$ cat src/rtl/sbBridgePkg.sv
package sbBridgePkg;

  typedef enum logic [1:0] {
    ST_IDLE = 2'd0,
    ST_SEND = 2'd1,
    ST_WAIT = 2'd2
  } bridgeState_e;

  // Strobes and status handed from the control FSM to the datapath
  typedef struct packed {
    logic launch;      // capture command fields this cycle
    logic isRead;      // current message is read-type
    logic busy;        // a message is outstanding
    logic loadRsp;     // response beat accepted this cycle
    logic setOverrun;  // refused command write this cycle
  } ctrlStrobes_t;

endpackage

$ cat src/rtl/sbBridgeCtrl.sv
module sbBridgeCtrl
  import sbBridgePkg::*;
#(
  parameter int ADDR_W = 8,
  parameter logic [ADDR_W-1:0] CMD_ADDR = 'h00,
  parameter int NUM_RD_OPS = 2,
  parameter logic [NUM_RD_OPS*8-1:0] RD_OPS = 16'h1006
) (
  input  logic              clk,
  input  logic              rstN,
  input  logic              cfgWrEn,
  input  logic [ADDR_W-1:0] cfgAddr,
  input  logic [3:0]        cfgByteEn,
  input  logic [7:0]        cmdOpcode,
  input  logic              reqReady,
  input  logic              rspValid,
  output logic              reqValid,
  output ctrlStrobes_t      strb
);

  bridgeState_e state, stateNext;
  logic rdQ;
  logic cmdHit;
  logic opcIsRead;
  logic [NUM_RD_OPS-1:0] rdHit;

  // Opcode classification against the parameterised read list
  for (genvar g = 0; g < NUM_RD_OPS; g++) begin : gRdOp
    assign rdHit[g] = (cmdOpcode == RD_OPS[g*8 +: 8]);
  end
  assign opcIsRead = |rdHit;

  assign cmdHit = cfgWrEn && (cfgAddr == CMD_ADDR) && (cfgByteEn == 4'hF);

  always_comb begin
    stateNext = state;
    case (state)
      ST_IDLE: if (cmdHit) stateNext = ST_SEND;
      ST_SEND: if (reqReady) stateNext = rdQ ? ST_WAIT : ST_IDLE;
      ST_WAIT: if (rspValid) stateNext = ST_IDLE;
      default: stateNext = ST_IDLE;
    endcase
  end

  always_ff @(posedge clk or negedge rstN) begin
    if (!rstN) begin
      state <= ST_IDLE;
      rdQ   <= 1'b0;
    end else begin
      state <= stateNext;
      if (state == ST_IDLE && cmdHit) rdQ <= opcIsRead;
    end
  end

  assign reqValid        = (state == ST_SEND);
  assign strb.busy       = (state != ST_IDLE);
  assign strb.launch     = cmdHit && (state == ST_IDLE);
  assign strb.setOverrun = cmdHit && (state != ST_IDLE);
  assign strb.loadRsp    = (state == ST_WAIT) && rspValid;
  assign strb.isRead     = rdQ;

  AST_PARTIAL_NO_LAUNCH: assert property (@(posedge clk) disable iff (!rstN)
    (state == ST_IDLE && cfgWrEn && cfgAddr == CMD_ADDR && cfgByteEn != 4'hF) |=> (state == ST_IDLE));
  AST_REQ_HELD: assert property (@(posedge clk) disable iff (!rstN)
    (reqValid && !reqReady) |=> reqValid);
  AST_ONE_MSG: assert property (@(posedge clk) disable iff (!rstN)
    (reqValid && reqReady) |=> !reqValid);
  AST_READ_WAITS: assert property (@(posedge clk) disable iff (!rstN)
    (state == ST_WAIT && !rspValid) |=> strb.busy);

endmodule

$ cat src/rtl/sbBridgeDatapath.sv
module sbBridgeDatapath
  import sbBridgePkg::*;
#(
  parameter int ADDR_W = 8,
  parameter int DATA_W = 32,
  parameter logic [ADDR_W-1:0] CMD_ADDR  = 'h00,
  parameter logic [ADDR_W-1:0] DATA_ADDR = 'h04,
  parameter logic [ADDR_W-1:0] STAT_ADDR = 'h08
) (
  input  logic              clk,
  input  logic              rstN,
  input  ctrlStrobes_t      strb,
  input  logic              cfgWrEn,
  input  logic              cfgRdEn,
  input  logic [ADDR_W-1:0] cfgAddr,
  input  logic [DATA_W/8-1:0] cfgByteEn,
  input  logic [DATA_W-1:0] cfgWrData,
  input  logic [DATA_W-1:0] rspData,
  output logic [DATA_W-1:0] cfgRdData,
  output logic [7:0]        reqOpcode,
  output logic [7:0]        reqPort,
  output logic [7:0]        reqOffset,
  output logic [DATA_W/8-1:0] reqByteEn,
  output logic [DATA_W-1:0] reqData
);

  localparam int NUM_BYTES = DATA_W / 8;
  localparam int OPC_LSB = DATA_W - 8;
  localparam int PORT_LSB = DATA_W - 16;
  localparam int OFF_LSB = DATA_W - 24;
  localparam int BE_LSB = 4;

  logic [7:0] msgOpc, msgPort, msgOff;
  logic [NUM_BYTES-1:0] msgBe;
  logic [DATA_W-1:0] dataQ;
  logic overrunQ;
  logic dataWr, statWr, ovrClear;

  assign dataWr   = cfgWrEn && (cfgAddr == DATA_ADDR) && !strb.busy;
  assign statWr   = cfgWrEn && (cfgAddr == STAT_ADDR);
  assign ovrClear = statWr && cfgByteEn[0] && cfgWrData[1];

  // Command field capture at launch
  always_ff @(posedge clk or negedge rstN) begin
    if (!rstN) begin
      msgOpc  <= '0;
      msgPort <= '0;
      msgOff  <= '0;
      msgBe   <= '0;
    end else if (strb.launch) begin
      msgOpc  <= cfgWrData[OPC_LSB +: 8];
      msgPort <= cfgWrData[PORT_LSB +: 8];
      msgOff  <= cfgWrData[OFF_LSB +: 8];
      msgBe   <= cfgWrData[BE_LSB +: NUM_BYTES];
    end
  end

  // Data register, one lane per byte
  for (genvar b = 0; b < NUM_BYTES; b++) begin : gLane
    always_ff @(posedge clk or negedge rstN) begin
      if (!rstN) begin
        dataQ[b*8 +: 8] <= '0;
      end else if (strb.loadRsp && msgBe[b]) begin
        dataQ[b*8 +: 8] <= rspData[b*8 +: 8];
      end else if (dataWr && cfgByteEn[b]) begin
        dataQ[b*8 +: 8] <= cfgWrData[b*8 +: 8];
      end
    end
  end

  // Sticky overrun flag; setting wins over clearing
  always_ff @(posedge clk or negedge rstN) begin
    if (!rstN) overrunQ <= 1'b0;
    else if (strb.setOverrun) overrunQ <= 1'b1;
    else if (ovrClear) overrunQ <= 1'b0;
  end

  always_comb begin
    cfgRdData = '0;
    if (cfgRdEn) begin
      if (cfgAddr == DATA_ADDR) cfgRdData = dataQ;
      else if (cfgAddr == STAT_ADDR) cfgRdData = {{(DATA_W-2){1'b0}}, overrunQ, strb.busy};
    end
  end

  assign reqOpcode = msgOpc;
  assign reqPort   = msgPort;
  assign reqOffset = msgOff;
  assign reqByteEn = msgBe;
  assign reqData   = strb.isRead ? '0 : dataQ;

  AST_DATA_LOCKED: assert property (@(posedge clk) disable iff (!rstN)
    (strb.busy && !strb.loadRsp) |=> $stable(dataQ));
  AST_FIELDS_HELD: assert property (@(posedge clk) disable iff (!rstN)
    strb.busy |=> $stable({msgOpc, msgPort, msgOff, msgBe}));
  AST_OVR_STICKY: assert property (@(posedge clk) disable iff (!rstN)
    (overrunQ && !ovrClear) |=> overrunQ);
  AST_CMD_READ_ZERO: assert property (@(posedge clk) disable iff (!rstN)
    (cfgRdEn && cfgAddr == CMD_ADDR) |-> (cfgRdData == '0));

endmodule

$ cat src/rtl/sbBridge.sv
module sbBridge
  import sbBridgePkg::*;
#(
  parameter int ADDR_W = 8,
  parameter logic [ADDR_W-1:0] CMD_ADDR  = 'h00,
  parameter logic [ADDR_W-1:0] DATA_ADDR = 'h04,
  parameter logic [ADDR_W-1:0] STAT_ADDR = 'h08,
  parameter int NUM_RD_OPS = 2,
  parameter logic [NUM_RD_OPS*8-1:0] RD_OPS = 16'h1006
) (
  input  logic              clk,
  input  logic              rstN,
  input  logic              cfgWrEn,
  input  logic              cfgRdEn,
  input  logic [ADDR_W-1:0] cfgAddr,
  input  logic [3:0]        cfgByteEn,
  input  logic [31:0]       cfgWrData,
  output logic [31:0]       cfgRdData,
  output logic              reqValid,
  input  logic              reqReady,
  output logic [7:0]        reqOpcode,
  output logic [7:0]        reqPort,
  output logic [7:0]        reqOffset,
  output logic [3:0]        reqByteEn,
  output logic              reqExpectResp,
  output logic [31:0]       reqData,
  input  logic              rspValid,
  input  logic [31:0]       rspData
);

  ctrlStrobes_t strb;

  sbBridgeCtrl #(
    .ADDR_W(ADDR_W), .CMD_ADDR(CMD_ADDR),
    .NUM_RD_OPS(NUM_RD_OPS), .RD_OPS(RD_OPS)
  ) ctrl_i (
    .clk(clk), .rstN(rstN),
    .cfgWrEn(cfgWrEn), .cfgAddr(cfgAddr), .cfgByteEn(cfgByteEn),
    .cmdOpcode(cfgWrData[31:24]),
    .reqReady(reqReady), .rspValid(rspValid),
    .reqValid(reqValid), .strb(strb)
  );

  sbBridgeDatapath #(
    .ADDR_W(ADDR_W), .DATA_W(32),
    .CMD_ADDR(CMD_ADDR), .DATA_ADDR(DATA_ADDR), .STAT_ADDR(STAT_ADDR)
  ) dp_i (
    .clk(clk), .rstN(rstN), .strb(strb),
    .cfgWrEn(cfgWrEn), .cfgRdEn(cfgRdEn), .cfgAddr(cfgAddr),
    .cfgByteEn(cfgByteEn), .cfgWrData(cfgWrData), .rspData(rspData),
    .cfgRdData(cfgRdData),
    .reqOpcode(reqOpcode), .reqPort(reqPort), .reqOffset(reqOffset),
    .reqByteEn(reqByteEn), .reqData(reqData)
  );

  assign reqExpectResp = strb.isRead;

  AST_LAUNCH_FROM_CMD: assert property (@(posedge clk) disable iff (!rstN)
    $rose(reqValid) |-> $past(cfgWrEn && cfgAddr == CMD_ADDR && cfgByteEn == 4'hF));
  AST_OVR_ON_BUSY: assert property (@(posedge clk) disable iff (!rstN)
    (strb.busy && cfgWrEn && cfgAddr == CMD_ADDR && cfgByteEn == 4'hF) |=> !$rose(reqValid));

endmodule

$ cat config.mk
export PLATFORM = sky130hd
export DESIGN_NAME = sbBridge
export DESIGN_NICKNAME = d
export VERILOG_FILES = /design/src/rtl/sbBridgePkg.sv /design/src/rtl/sbBridgeCtrl.sv /design/src/rtl/sbBridgeDatapath.sv /design/src/rtl/sbBridge.sv
export SDC_FILE = /design/constraint.sdc
export NUM_CORES = 1
export LEC_CHECK = 0
export BUFFER_PORTS_ARGS = -buffer_cell sky130_fd_sc_hd__buf_2
export CORE_ASPECT_RATIO = 1.4
export CORE_UTILIZATION = 38
export CTS_CLUSTER_SIZE = 16
export DETAILED_ROUTE_END_ITERATION = 6
export PLACE_DENSITY = 0.69
export SLEW_MARGIN = 20
export SYNTH_ARGS = -nofsm -noshare
export SYNTH_HDL_FRONTEND = slang
export SYNTH_HIERARCHICAL = 1
export SYNTH_SLANG_ARGS = --single-unit
export TNS_END_PERCENT = 10
$ cat constraint.sdc
create_clock -name clk -period 3.2 [get_ports clk]
set_input_delay 0.64 -clock clk [delete_from_list [all_inputs] [get_ports clk]]
set_output_delay 0.64 -clock clk [all_outputs]
set_load 0.01 [all_outputs]
==> results of run 1 <==
-- kinds of logic after synthesis --
kind of cell           count (synthesis)  share of synthesized area [%]
buffers and inverters                 19                           3.36
multiplexers                          57                           18.0
flip-flops                            64                           47.3
AND/OR/NAND/NOR                      133                           24.8
AO/OA/AOI/OAI                         39                           6.54
-- worst max-delay path, cell delays in order --
cell and delay [ns]:
buf_2 0.13, nor4_4 0.29, nand2_1 0.09, and4bb_4 0.58, and2_2 0.20, buf_2 0.12
-- power groups by stage --
stage | clock network (W) | logic [W] | registers, W
after CTS | 0.000868 | 0.000139 | 0.000831
after global placement | 0 | 0.000135 | 0.000845
after detailed placement | 0 | 0.000138 | 0.000845
final | 0.000845 | 0.000137 | 0.000831
after global routing | 0.000903 | 0.000152 | 0.000833
after floorplan | 0 | 0.0000386 | 0.000843
-- metrics by stage --
stage,util [%],setup slack (ns),instances
2_1_floorplan,-,0.663,312
3_3_place_gp,50.4,0.569,582
3_5_place_dp,50.4,0.483,582
4_1_cts,53.3,0.481,597
5_1_grt,53.3,0.431,597
6_report,53.3,0.497,597
-- worst max path at each step --
stage | startpoint | to | depth (start not counted)
after global routing | cfgAddr[5] | cfgRdData[7] | 6
after detailed placement | cfgAddr[5] | cfgRdData[25] | 6
after global placement | cfgAddr[5] | cfgRdData[15] | 6
after CTS | cfgAddr[5] | cfgRdData[25] | 6
after floorplan | cfgAddr[7] | dp_i/reqByteEn[3] | 5
final | cfgAddr[5] | cfgRdData[2] | 6
-- synth_stat cells (all sizes together), types with 3 or more instances --
library cell and instances:
nand4 4, nand3 3, mux2 29, mux2i 28, a31oi 3, nor2 36, and2 31, buf 9
nor2b 31, nor4 3, or4 3, a21oi 29, nand2 9, inv 3, nand2b 3, dfrtp 64
clkbuf 7
-- layout make-up --
class                           count  area (um^2)  area share, %
Clock buffer                       11          233           5.07
Tap cell                          105          131           2.86
Sequential cell                    64         1600           34.9
Clock inverter                      4         22.5          0.491
Inverter                            3         11.3          0.245
Timing Repair Buffer              181          921           20.1
Multi-Input combinational cell    229         1670           36.4
-- state kept, by name, summed over array words and instances, names as in the netlist --
name / cells
ctrl_i/rdQ: 1
ctrl_i/state: 2
dp_i/dataQ: 32
dp_i/overrunQ: 1
dp_i/reqByteEn: 4
dp_i/reqOffset: 8
dp_i/reqOpcode: 8
dp_i/reqPort: 8
-- per-layer routing --
metal / wire [um] / GRT usage (%) / up-vias
met5: 0 / 0 / -
met4: 267 / 10.8 / 0
met3: 434 / 4.08 / 20
met2: 4890 / 35.8 / 103
met1: 3650 / 22.9 / 1419
li1: - / - / 1432
==> key figures, run 1 <==
STA
  – Worst slew margin: 51.7%
  – Tmin final: 2.70 ns
  – Final hold slack: 0.332 ns
  – RSZ-0062 raised after global routing: false
  – Total negative slack: 0 ns
  – Worst-Margin Slew: 0.724 ns
  – Maximum clock rate: ~0.37 GHz
  – Slew Limit Fails: 0
  – Fin crit share: 84.5%
  – # setup viols final: 0
  – Final Hold Fails: 0
  – Clk_skew: 0.00601 ns

Power and ir drop
  – Leakage: 2.71 nW
  – Int Pwr: around 0.0014 W
  – Reg power frac: 45.9%
  – PD cells: 395 nW/um^2
  – Net Sw Frac: between 20% and 30%
  – Net Sw Power: 0.000409 W
  – Power, Total: 0.00181 W
  – Worst IR drop on VDD: approximately 0.0003 V
  – Clock Power Share: 46.6%
  – Comb power frac: about 7.5%

Synthesis
  – Post-synth ARST share: 100%
  – Gate Count Post-Synth: 312
  – Area leader, netlist: dfrtp_1
  – Yosys reg bits: between 60 and 70
  – Net Count, Synth: slightly below 400
  – Syn_area_per_cell: around 11 um^2
  – Top-area cell type share of the netlist area: 47.3%
  – Top_reg_cell synth: dfrtp_1
  – Number of synthesized flops with an enable pin: 0
  – Synth top area cells: dfrtp_1 (47%), mux2_2 (9.3%), mux2i_1 (8.3%)
  – Mapped cell area: 3390 um^2
  – Distinct cell type count after synthesis: 40
  – Register area share after synthesis: 47.3%
  – YS warnings: 6

Setup path
  – R2R Setup Slk: 1.12 ns
  – Startpoint Class: primary input
  – Worst Reg2Reg Path Length in Cells: 4
  – CP arrival: 2.06 ns
  – Worst r2r dst: dp_i/reqByteEn[1]
  – Setup Crit Path Kind: primary input to output port
  – Worst Path Required: between 2 and 3 ns
  – Crit-path max FO: 32
  – Reg2reg start: ctrl_i/state[0]
  – CP endpoint kind: output port

Placement
  – Hpwl dp: around 7000 um
  – DP Area: 4340 um^2
  – # port buffers: approximately 180
  – Routability cong.: 0.815

Detailed routing
  – DRC viols: 0
  – Vias: roughly 3000
  – 1st-iter DRT viols: 118
  – Via density: 4.98
  – First-pass detailed-route iteration total: 4
  – Detail Route Antenna Nets: 0
  – Routed len/inst: 15.5 um
  – Routed WL: 9240 um

GRT
  – Largest net degree at the start of global routing: 37
  – First-pass GRT wire length: approximately 14000 um
  – Gr ovfl total: 0
  – All-layer global routing usage: 20.5%
  – Vias in the first global route: 2907
  – Initial antenna violation count: 0

CTS
  – Later-pin clock latency in the skew report: 0.33 ns
  – Post-CTS setup buffer count: 0
  – TritonCTS buffer count: 9
  – Clk buf depth: 2
  – Root Buffer: clkbuf_16
  – Clock Sinks: 64
  – CTS tree: yes
  – H-tree levels: 3
  – Post-CTS Resized: 0
  – Clock-pin slew on the worst setup and hold paths: 0.05 ns
  – Hold bufs inserted after CTS: 0

Finish
  – Net count, final: 570
  – Highest-count cells in the layout ignoring fill and taps: buf_2 (175), dfrtp_1 (64), nor2_1 (36)
  – Ant diodes: 0
  – Share of post-route cells with drive strength above 1: between 50 and 60%
  – Fin area: 4590 um^2
  – Layout filler cell count: 818
  – Area delta synth->final: 35.6%
  – Commonest non-fill, non-tap cell in the layout: buf_2

Die
  – Die Wd: 81.8 um
  – Die area: 9300 um^2
  – Core area: 8610 um^2
  – Die height: 114 um
  – I/O pin total: 176
  – Initial Utilization: 39.3%
  – FP Rows: 40

Run status
  – Status: finished, final reports clean

Worst hold path
  – Worst hold path type: primary input to asynchronous set/reset pin

Flow run
  – MaxCap Viol Count: 0
No activity file was read; power rests on OpenSTA's default activity.
==> inputs of run 2 (changes only) <==
--- a/config.mk
+++ b/config.mk
@@ -5,12 +5,13 @@
 export SDC_FILE = /design/constraint.sdc
 export NUM_CORES = 1
 export LEC_CHECK = 0
+export ABC_AREA = 1
 export BUFFER_PORTS_ARGS = -buffer_cell sky130_fd_sc_hd__buf_2
 export CORE_ASPECT_RATIO = 1.4
 export CORE_UTILIZATION = 38
 export CTS_CLUSTER_SIZE = 16
 export DETAILED_ROUTE_END_ITERATION = 6
-export PLACE_DENSITY = 0.69
+export PLACE_DENSITY = 0.68
 export SLEW_MARGIN = 20
 export SYNTH_ARGS = -nofsm -noshare
 export SYNTH_HDL_FRONTEND = slang
==> constraint.sdc (replaced) <==
create_clock -name clk -period 2.6 [get_ports clk]
set_input_delay 0.52 -clock clk [delete_from_list [all_inputs] [get_ports clk]]
set_output_delay 0.52 -clock clk [all_outputs]
set_load 0.01 [all_outputs]
==> run 2 against run 1 <==
Effect of this change:
- final cell count grew 17%
- synthesized cell count grew 31%
- sequential power grew 23%
- register-to-register slack lost 0.58 ns
- non-clock buffer count shrank 1
- die area grew 4.6%
- worst setup slack lost 0.27 ns
- count of clock-buffer cells in the layout is the same
==> key figures, run 2 <==
CTS
  – Root Buffer: clkbuf_16
  – TritonCTS buffer count: 9 (unchanged)
  – H-tree levels: 3 (unchanged)
  – Clock Sinks: 64 (unchanged)
  – Clk buf depth: 2 (unchanged)
  – Hold bufs inserted after CTS: 0 (unchanged)
  – Later-pin clock latency in the skew report: 0.33 ns (about the same)
  – CTS tree: yes
  – Clock-pin slew on the worst setup and hold paths: 0.05 ns (about the same)

Synthesis
  – Yosys reg bits: 64 (unchanged)
  – Post-synth ARST share: 100% (unchanged)
  – Net Count, Synth: 492 (+25%)
  – Number of synthesized flops with an enable pin: 0 (unchanged)
  – Synth cell count leaders: nand2_1 (83), nor2_1 (75), dfrtp_1 (64), mux2_2 (60), inv_1 (47)
  – Register area share after synthesis: 45.2% (-2.1 points)
  – YS warnings: 6 (unchanged)
  – Top-area cell type share of the netlist area: 45.2% (-2.1 points)
  – Syn_area_per_cell: 8.65 um^2 (-20%)
  – Top_reg_cell synth: dfrtp_1
  – Gate Count Post-Synth: 410 (+31%)
  – Synth top area cells: dfrtp_1 (45%), mux2_2 (19%), nand2_1 (8.8%)
  – Mapped cell area: 3550 um^2 (+4.7%)
  – Area leader, netlist: dfrtp_1
  – Distinct cell type count after synthesis: 23 (-43%)
  – Most common cell in the netlist: nand2_1

Finish
  – Commonest non-fill, non-tap cell in the layout: buf_2
  – Net count, final: 669 (+17%)
  – Max reg flops: 32 (unchanged)
  – Highest-count cells in the layout ignoring fill and taps: buf_2 (175), nand2_1 (82), nor2_1 (75)
  – Ant diodes: 0 (unchanged)
  – Biggest register: dp_i/dataQ
  – Area delta synth->final: 35.7% (about the same)
  – Fin area: 4810 um^2 (+4.8%)
  – Share of post-route cells with drive strength above 1: 46.5% (-5.1 points)

Power and ir drop
  – Comb power frac: 8.1% (+0.6 points)
  – Worst IR drop on VDD: 0.000345 V (+18%)
  – Reg power frac: 42.7% (-3.2 points)
  – Net Sw Power: 0.000526 W (+28%)
  – Leakage: 2.83 nW (+4.6%)
  – PD cells: 496 nW/um^2 (+26%)
  – Int Pwr: 0.00186 W (+33%)
  – Clock Power Share: 49.2% (+2.6 points)
  – Net Sw Frac: 22.0% (-0.55 points)

Flow run
  – MaxCap Viol Count: 0 (unchanged)

GRT
  – Vias in the first global route: 3197 (+10%)
  – All-layer global routing usage: 19.7% (-0.86 points)
  – Largest net degree at the start of global routing: 36 (-2.7%)
  – Gr ovfl total: 0 (unchanged)
  – Initial antenna violation count: 0 (unchanged)
  – First-pass GRT wire length: 14900 um (+5.4%)

Die
  – Die Wd: 83.6 um (+2.3%)
  – FP Rows: 41 (+2.5%)
  – Die area: 9730 um^2 (+4.6%)
  – I/O pin total: 176 (unchanged)
  – Core area: 9030 um^2 (+4.9%)
  – Die height: 116 um (+2.3%)
  – Initial Utilization: 39.3% (-0.058 points)

Detailed routing
  – Detail Route Antenna Nets: 0 (unchanged)
  – Wl on met1: 3880 um (+6.3%)
  – Routed len/inst: 13.7 um (-12%)
  – Top Layer Used: met4
  – Vias: 3359 (+13%)
  – DRC viols: 0 (unchanged)
  – 1st-iter DRT viols: 121 (+2.5%)
  – WL met3: 305 um (-30%)
  – Via density: 4.81 (-3.4%)
  – Routed WL: 9540 um (+3.3%)
  – First-pass detailed-route iteration total: 5 (+1)
  – WL met2: 5120 um (+4.7%)

Setup path
  – Crit-path max cell delay: 0.24 ns (-0.34 ns)
  – Startpoint Class: primary input
  – Crit-path max FO: 11 (-66%)
  – CP Buf/Inv Count: 3 (+1)
  – CP arrival: 1.85 ns (-0.21 ns)
  – R2R Setup Slk: 0.54 ns (-0.58 ns)
  – Setup Crit Path Kind: primary input to output port
  – Worst Path Required: 2.08 ns (-0.48 ns)
  – Top delay family on crit path: simple AND/OR/NAND/NOR gates
  – Reg2reg start: ctrl_i/state[0]
  – Crit-path cells: buf_2, nor2_1, nand2_1, nor2_4, nand2_2, buf_4, nor2_1, buf_2
  – Worst r2r dst: dp_i/dataQ[2]
  – CP endpoint kind: output port
  – Worst Reg2Reg Path Length in Cells: 5 (+1)
  – CP max-delay cell: buf_4

STA
  – # setup viols final: 0 (unchanged)
  – Worst slew margin: 52.3% (+0.54 points)
  – Fin crit share: 91.3%
  – Maximum clock rate: 0.421 GHz
  – Slew Limit Fails: 0 (unchanged)
  – Total negative slack: 0 ns (unchanged)
  – RSZ-0062 raised after global routing: false
  – Final Hold Fails: 0 (unchanged)
  – Worst-Margin Slew: 0.716 ns (-0.00809 ns)
  – Clk_skew: 0.00607 ns (+0.0000620 ns)
  – Tmin final: 2.37 ns

Run status
  – Status: finished, final reports clean

Placement
  – Hpwl dp: 7270 um (+3.9%)
  – DP Area: 4520 um^2 (+4.3%)
  – Routability cong.: 0.843 (+3.4%)
  – # port buffers: 175 (unchanged)

Worst hold path
  – Worst hold path type: primary input to asynchronous set/reset pin
run 2: area by class of cell:
class	instances	area [um^2]
tap	107	134
clock inverter	4	45.0
clock buffer	11	243
fill	869	4220
multi-input combinational	284	1670
timing repair buffer	180	938
sequential	64	1600
inverter	48	180
run 2: how the worst max path moves through the flow:
| stage | slack, ns | cells past startpoint | from | endpoint |
|---|---|---|---|---|
| 5_1_grt | 0.11 | 8 | cfgAddr[1] | cfgRdData[6] |
| 4_1_cts | 0.05 | 8 | cfgAddr[1] | cfgRdData[3] |
| 2_1_floorplan | 0.67 | 6 | rspValid | dp_i/dataQ[14] |
| 3_5_place_dp | 0.06 | 8 | cfgAddr[1] | cfgRdData[3] |
| 3_3_place_gp | 0.17 | 8 | cfgAddr[1] | cfgRdData[15] |
| 6_report | 0.23 | 8 | cfgAddr[1] | cfgRdData[21] |
run 2: kinds of logic (layout without fill, tap and decap cells):
logic type,Yosys count,after routing,share of synthesized area [%]
AND/OR/NAND/NOR,219,219,27.2
flip-flops,64,64,45.2
buffers and inverters,62,243,7.83
multiplexers,60,60,19.1
AO/OA/AOI/OAI,5,5,0.776
run 2: per-layer routing:
| metal | vias to the layer above | global-route usage [%] |
|---|---|---|
| met5 | - | 0 |
| met4 | 0 | 12.0 |
| met2 | 103 | 35.4 |
| met3 | 15 | 1.70 |
| li1 | 1654 | - |
| met1 | 1587 | 22.8 |
run 2: power groups by stage:
stage / combinational, W / clock, W / sequential, W
2_1_floorplan: 0.0000716 / 0 / 0.00104
3_3_place_gp: 0.000189 / 0 / 0.00104
3_5_place_dp: 0.000193 / 0 / 0.00104
4_1_cts: 0.000195 / 0.00120 / 0.00102
5_1_grt: 0.000217 / 0.00124 / 0.00102
6_report: 0.000192 / 0.00117 / 0.00102
run 2: metrics by stage:
stage / total power [W] / setup WS (ns) / hold slack, ns / utilization, % / std cells
6_report: 0.00239 / 0.226 / 0.234 / 53.3 / 698
5_1_grt: 0.00248 / 0.111 / 0.299 / 53.3 / 698
4_1_cts: 0.00241 / 0.0490 / 0.262 / 53.3 / 698
3_5_place_dp: 0.00123 / 0.0623 / 0.490 / 50.1 / 683
3_3_place_gp: 0.00123 / 0.168 / 0.485 / 50.1 / 683
2_1_floorplan: 0.00111 / 0.670 / 0.224 / - / 410
run 2: worst reg2reg max path: stages, from the launching register on:
cell	delay, ns
dfrtp_1	0.41
nor3b_1	0.61
nand2_2	0.42
mux2_2	0.40
nand2_1	0.07
nand2_1	0.05
run 2: repair_timing:
| item | in CTS | in global routing |
|---|---|---|
| endpoints found under the setup margin | 0 | 23 |
| endpoints found under the hold margin | 0 | 0 |
| gates resized for setup | 0 | 1 |
| setup buffers | 0 | 0 |
==> inputs of run 3 (changes only) <==
--- a/config.mk
+++ b/config.mk
@@ -11,7 +11,7 @@
 export CORE_UTILIZATION = 38
 export CTS_CLUSTER_SIZE = 16
 export DETAILED_ROUTE_END_ITERATION = 6
-export PLACE_DENSITY = 0.68
+export PLACE_DENSITY = 0.71
 export SLEW_MARGIN = 20
 export SYNTH_ARGS = -nofsm -noshare
 export SYNTH_HDL_FRONTEND = slang
==> constraint.sdc (replaced) <==
create_clock -name clk -period 2.1 [get_ports clk]
set_input_delay 0.42 -clock clk [delete_from_list [all_inputs] [get_ports clk]]
set_output_delay 0.42 -clock clk [all_outputs]
set_load 0.01 [all_outputs]
==> run 3 against run 2 <==
Effect of this change:
- final cell count grew 0.29%
- combinational power grew 23%
- critical endpoint is now reqData[26]
- clock power is 23% higher
- highest routed layer unchanged
- sequential share of layout area shrank 0.21 points
- core utilization is 0.33 points higher
- via count fell by 1.3%
- design area grew 0.62%
==> key figures, run 3 (synthesis gave the netlist of run 2 again) <==
Run status
  – Status: finished, final reports clean

Placement
  – # port buffers: 175 (unchanged)
  – Hpwl dp: 7170 um (-1.4%)
  – DP Area: 4550 um^2 (+0.61%)
  – Routability cong.: 0.812 (-3.6%)
  – Place WS: -0.0863 ns (-0.149 ns)

CTS
  – H-tree levels: 3 (unchanged)
  – CTS tree: yes
  – Clk buf depth: 2 (unchanged)
  – Hold bufs inserted after CTS: 0 (unchanged)
  – Clock Sinks: 64 (unchanged)
  – Post-CTS Resized: 0 (unchanged)
  – TritonCTS buffer count: 9 (unchanged)
  – Post-CTS setup buffer count: 0 (unchanged)
  – Root Buffer: clkbuf_16
  – Later-pin clock latency in the skew report: 0.32 ns (about the same)
  – Clock-pin slew on the worst setup and hold paths: 0.05 ns (about the same)

STA
  – Slew Limit Fails: 0 (unchanged)
  – Fin crit share: roughly 93%
  – Worst slew margin: 71.4% (+19 points)
  – Clk_skew: 0.00401 ns (-0.00206 ns)
  – Worst-Margin Slew: 0.428 ns (-0.288 ns)
  – RSZ-0062 raised after global routing: false
  – Maximum clock rate: 0.511 GHz
  – # setup viols final: 0 (unchanged)
  – Final Hold Fails: 0 (unchanged)
  – Tmin final: around 2.0 ns
  – Final setup margin: 0.142 ns (-0.0839 ns)

Finish
  – Commonest non-fill, non-tap cell in the layout: buf_2
  – Net count, final: 671 (+0.30%)
  – Max reg flops: 32 (unchanged)
  – Highest-count cells in the layout ignoring fill and taps: buf_2 (175), nand2_1 (83), nor2_1 (75)
  – Fin area: 4840 um^2 (+0.62%)
  – Area delta synth->final: 36.5%
  – Share of post-route cells with drive strength above 1: 46.7% (+0.18 points)
  – Layout filler cell count: 854 (-1.7%)
  – Biggest register: dp_i/dataQ
  – Ant diodes: 0 (unchanged)
  – Final core occ: 53.6% (+0.33 points)

GRT
  – Largest net degree at the start of global routing: 65 (+81%)
  – All-layer global routing usage: 19.6% (-0.073 points)
  – Vias in the first global route: 3176 (-0.66%)
  – Gr ovfl total: 0 (unchanged)
  – Initial antenna violation count: 0 (unchanged)
  – First-pass GRT wire length: 14800 um (-0.28%)

Detailed routing
  – Routed len/inst: 13.5 um (-1.4%)
  – Vias: 3316 (-1.3%)
  – Via density: 4.74 (-1.6%)
  – 1st-iter DRT viols: 123 (+1.7%)
  – Routed WL: 9440 um (-1.1%)
  – DRC viols: 0 (unchanged)
  – First-pass detailed-route iteration total: 4 (-1)
  – Detail Route Antenna Nets: 0 (unchanged)

Die
  – Core area: 9030 um^2 (unchanged)
  – FP Rows: 41 (unchanged)
  – Die area: 9730 um^2 (unchanged)
  – Die Wd: 83.6 um (unchanged)
  – Die height: 116 um (unchanged)
  – Initial Utilization: 39.3% (unchanged)
  – I/O pin total: 176 (unchanged)

Power and ir drop
  – Comb power frac: 8.1% (about the same)
  – Int Pwr: 0.00231 W (+24%)
  – PD cells: 607 nW/um^2 (+22%)
  – Net Sw Power: 0.000631 W (+20%)
  – Worst IR drop on VDD: 0.000476 V (+38%)
  – Leakage: 2.85 nW (+0.60%)
  – Clock Power Share: 48.9% (-0.3 points)
  – Reg power frac: 43.0% (+0.3 points)
  – Net Sw Frac: 21.5% (-0.52 points)

Worst hold path
  – Worst hold path type: primary input to asynchronous set/reset pin

Setup path
  – CP arrival: 1.54 ns (-0.31 ns)
  – CP endpoint kind: output port
  – Startpoint Class: flop
  – Crit-path max FO: 25 (+14)
  – Setup Crit Path Kind: flop to output port
  – Worst Path Required: 1.68 ns (-0.40 ns)

Flow run
  – MaxCap Viol Count: 0 (unchanged)
run 3: power groups by stage:
| stage | logic [W] | registers, W | clock network, W |
|---|---|---|---|
| after CTS | 0.000240 | 0.00126 | 0.00147 |
| after detailed placement | 0.000238 | 0.00128 | 0 |
| after global placement | 0.000234 | 0.00128 | 0 |
| final | 0.000236 | 0.00126 | 0.00144 |
| after floorplan | 0.0000887 | 0.00128 | 0 |
| after global routing | 0.000267 | 0.00126 | 0.00153 |
run 3: path summary, 6_finish.rpt:
kind	start	end	slack, ns	cells past startpoint
max	ctrl_i/rdQ	reqData[26]	0.14	3
min	rstN	dp_i/dataQ[20]	0.09	2
max reg2reg	ctrl_i/state[0]	dp_i/dataQ[4]	0.36	5
min reg2reg	dp_i/reqPort[1]	dp_i/reqPort[1]	0.50	1
max in group asynchronous	rstN	dp_i/dataQ[14]	1.71	2
min in group clk	rspValid	ctrl_i/state[1]	0.28	2
run 3: area by class of cell:
cell class | count | area [um^2] | area share, %
well taps | 107 | 134 | 2.77
clock buffers | 11 | 243 | 5.01
multi-input cells | 284 | 1670 | 34.5
repair buffers | 182 | 966 | 20.0
clock inverters | 4 | 45.0 | 0.930
inverters | 48 | 180 | 3.72
flip-flops and latches | 64 | 1600 | 33.1
run 3: metrics by stage:
stage	std cells	power [W]	setup TNS (ns)	hold WS [ns]
detailed placement	685	0.00152	-1.42	0.465
finish	700	0.00294	0	0.0947
global placement	685	0.00152	-0.219	0.454
CTS	700	0.00297	0	0.118
floorplan	410	0.00137	0	0.124
global route	700	0.00307	0	0.135
run 3: routing by layer:
metal,wire length [um],share of wire [%],global-route usage [%]
met5,0,0,0
met4,191,2.0,9.60
met3,393,4.2,3.60
met2,4930,52,35.1
met1,3920,42,22.6
run 3: worst max-delay path, cell delays in order (launching register included):
cell	delay [ns]
dfrtp_1	0.60
buf_4	0.38
nor2_1	0.09
buf_2	0.14
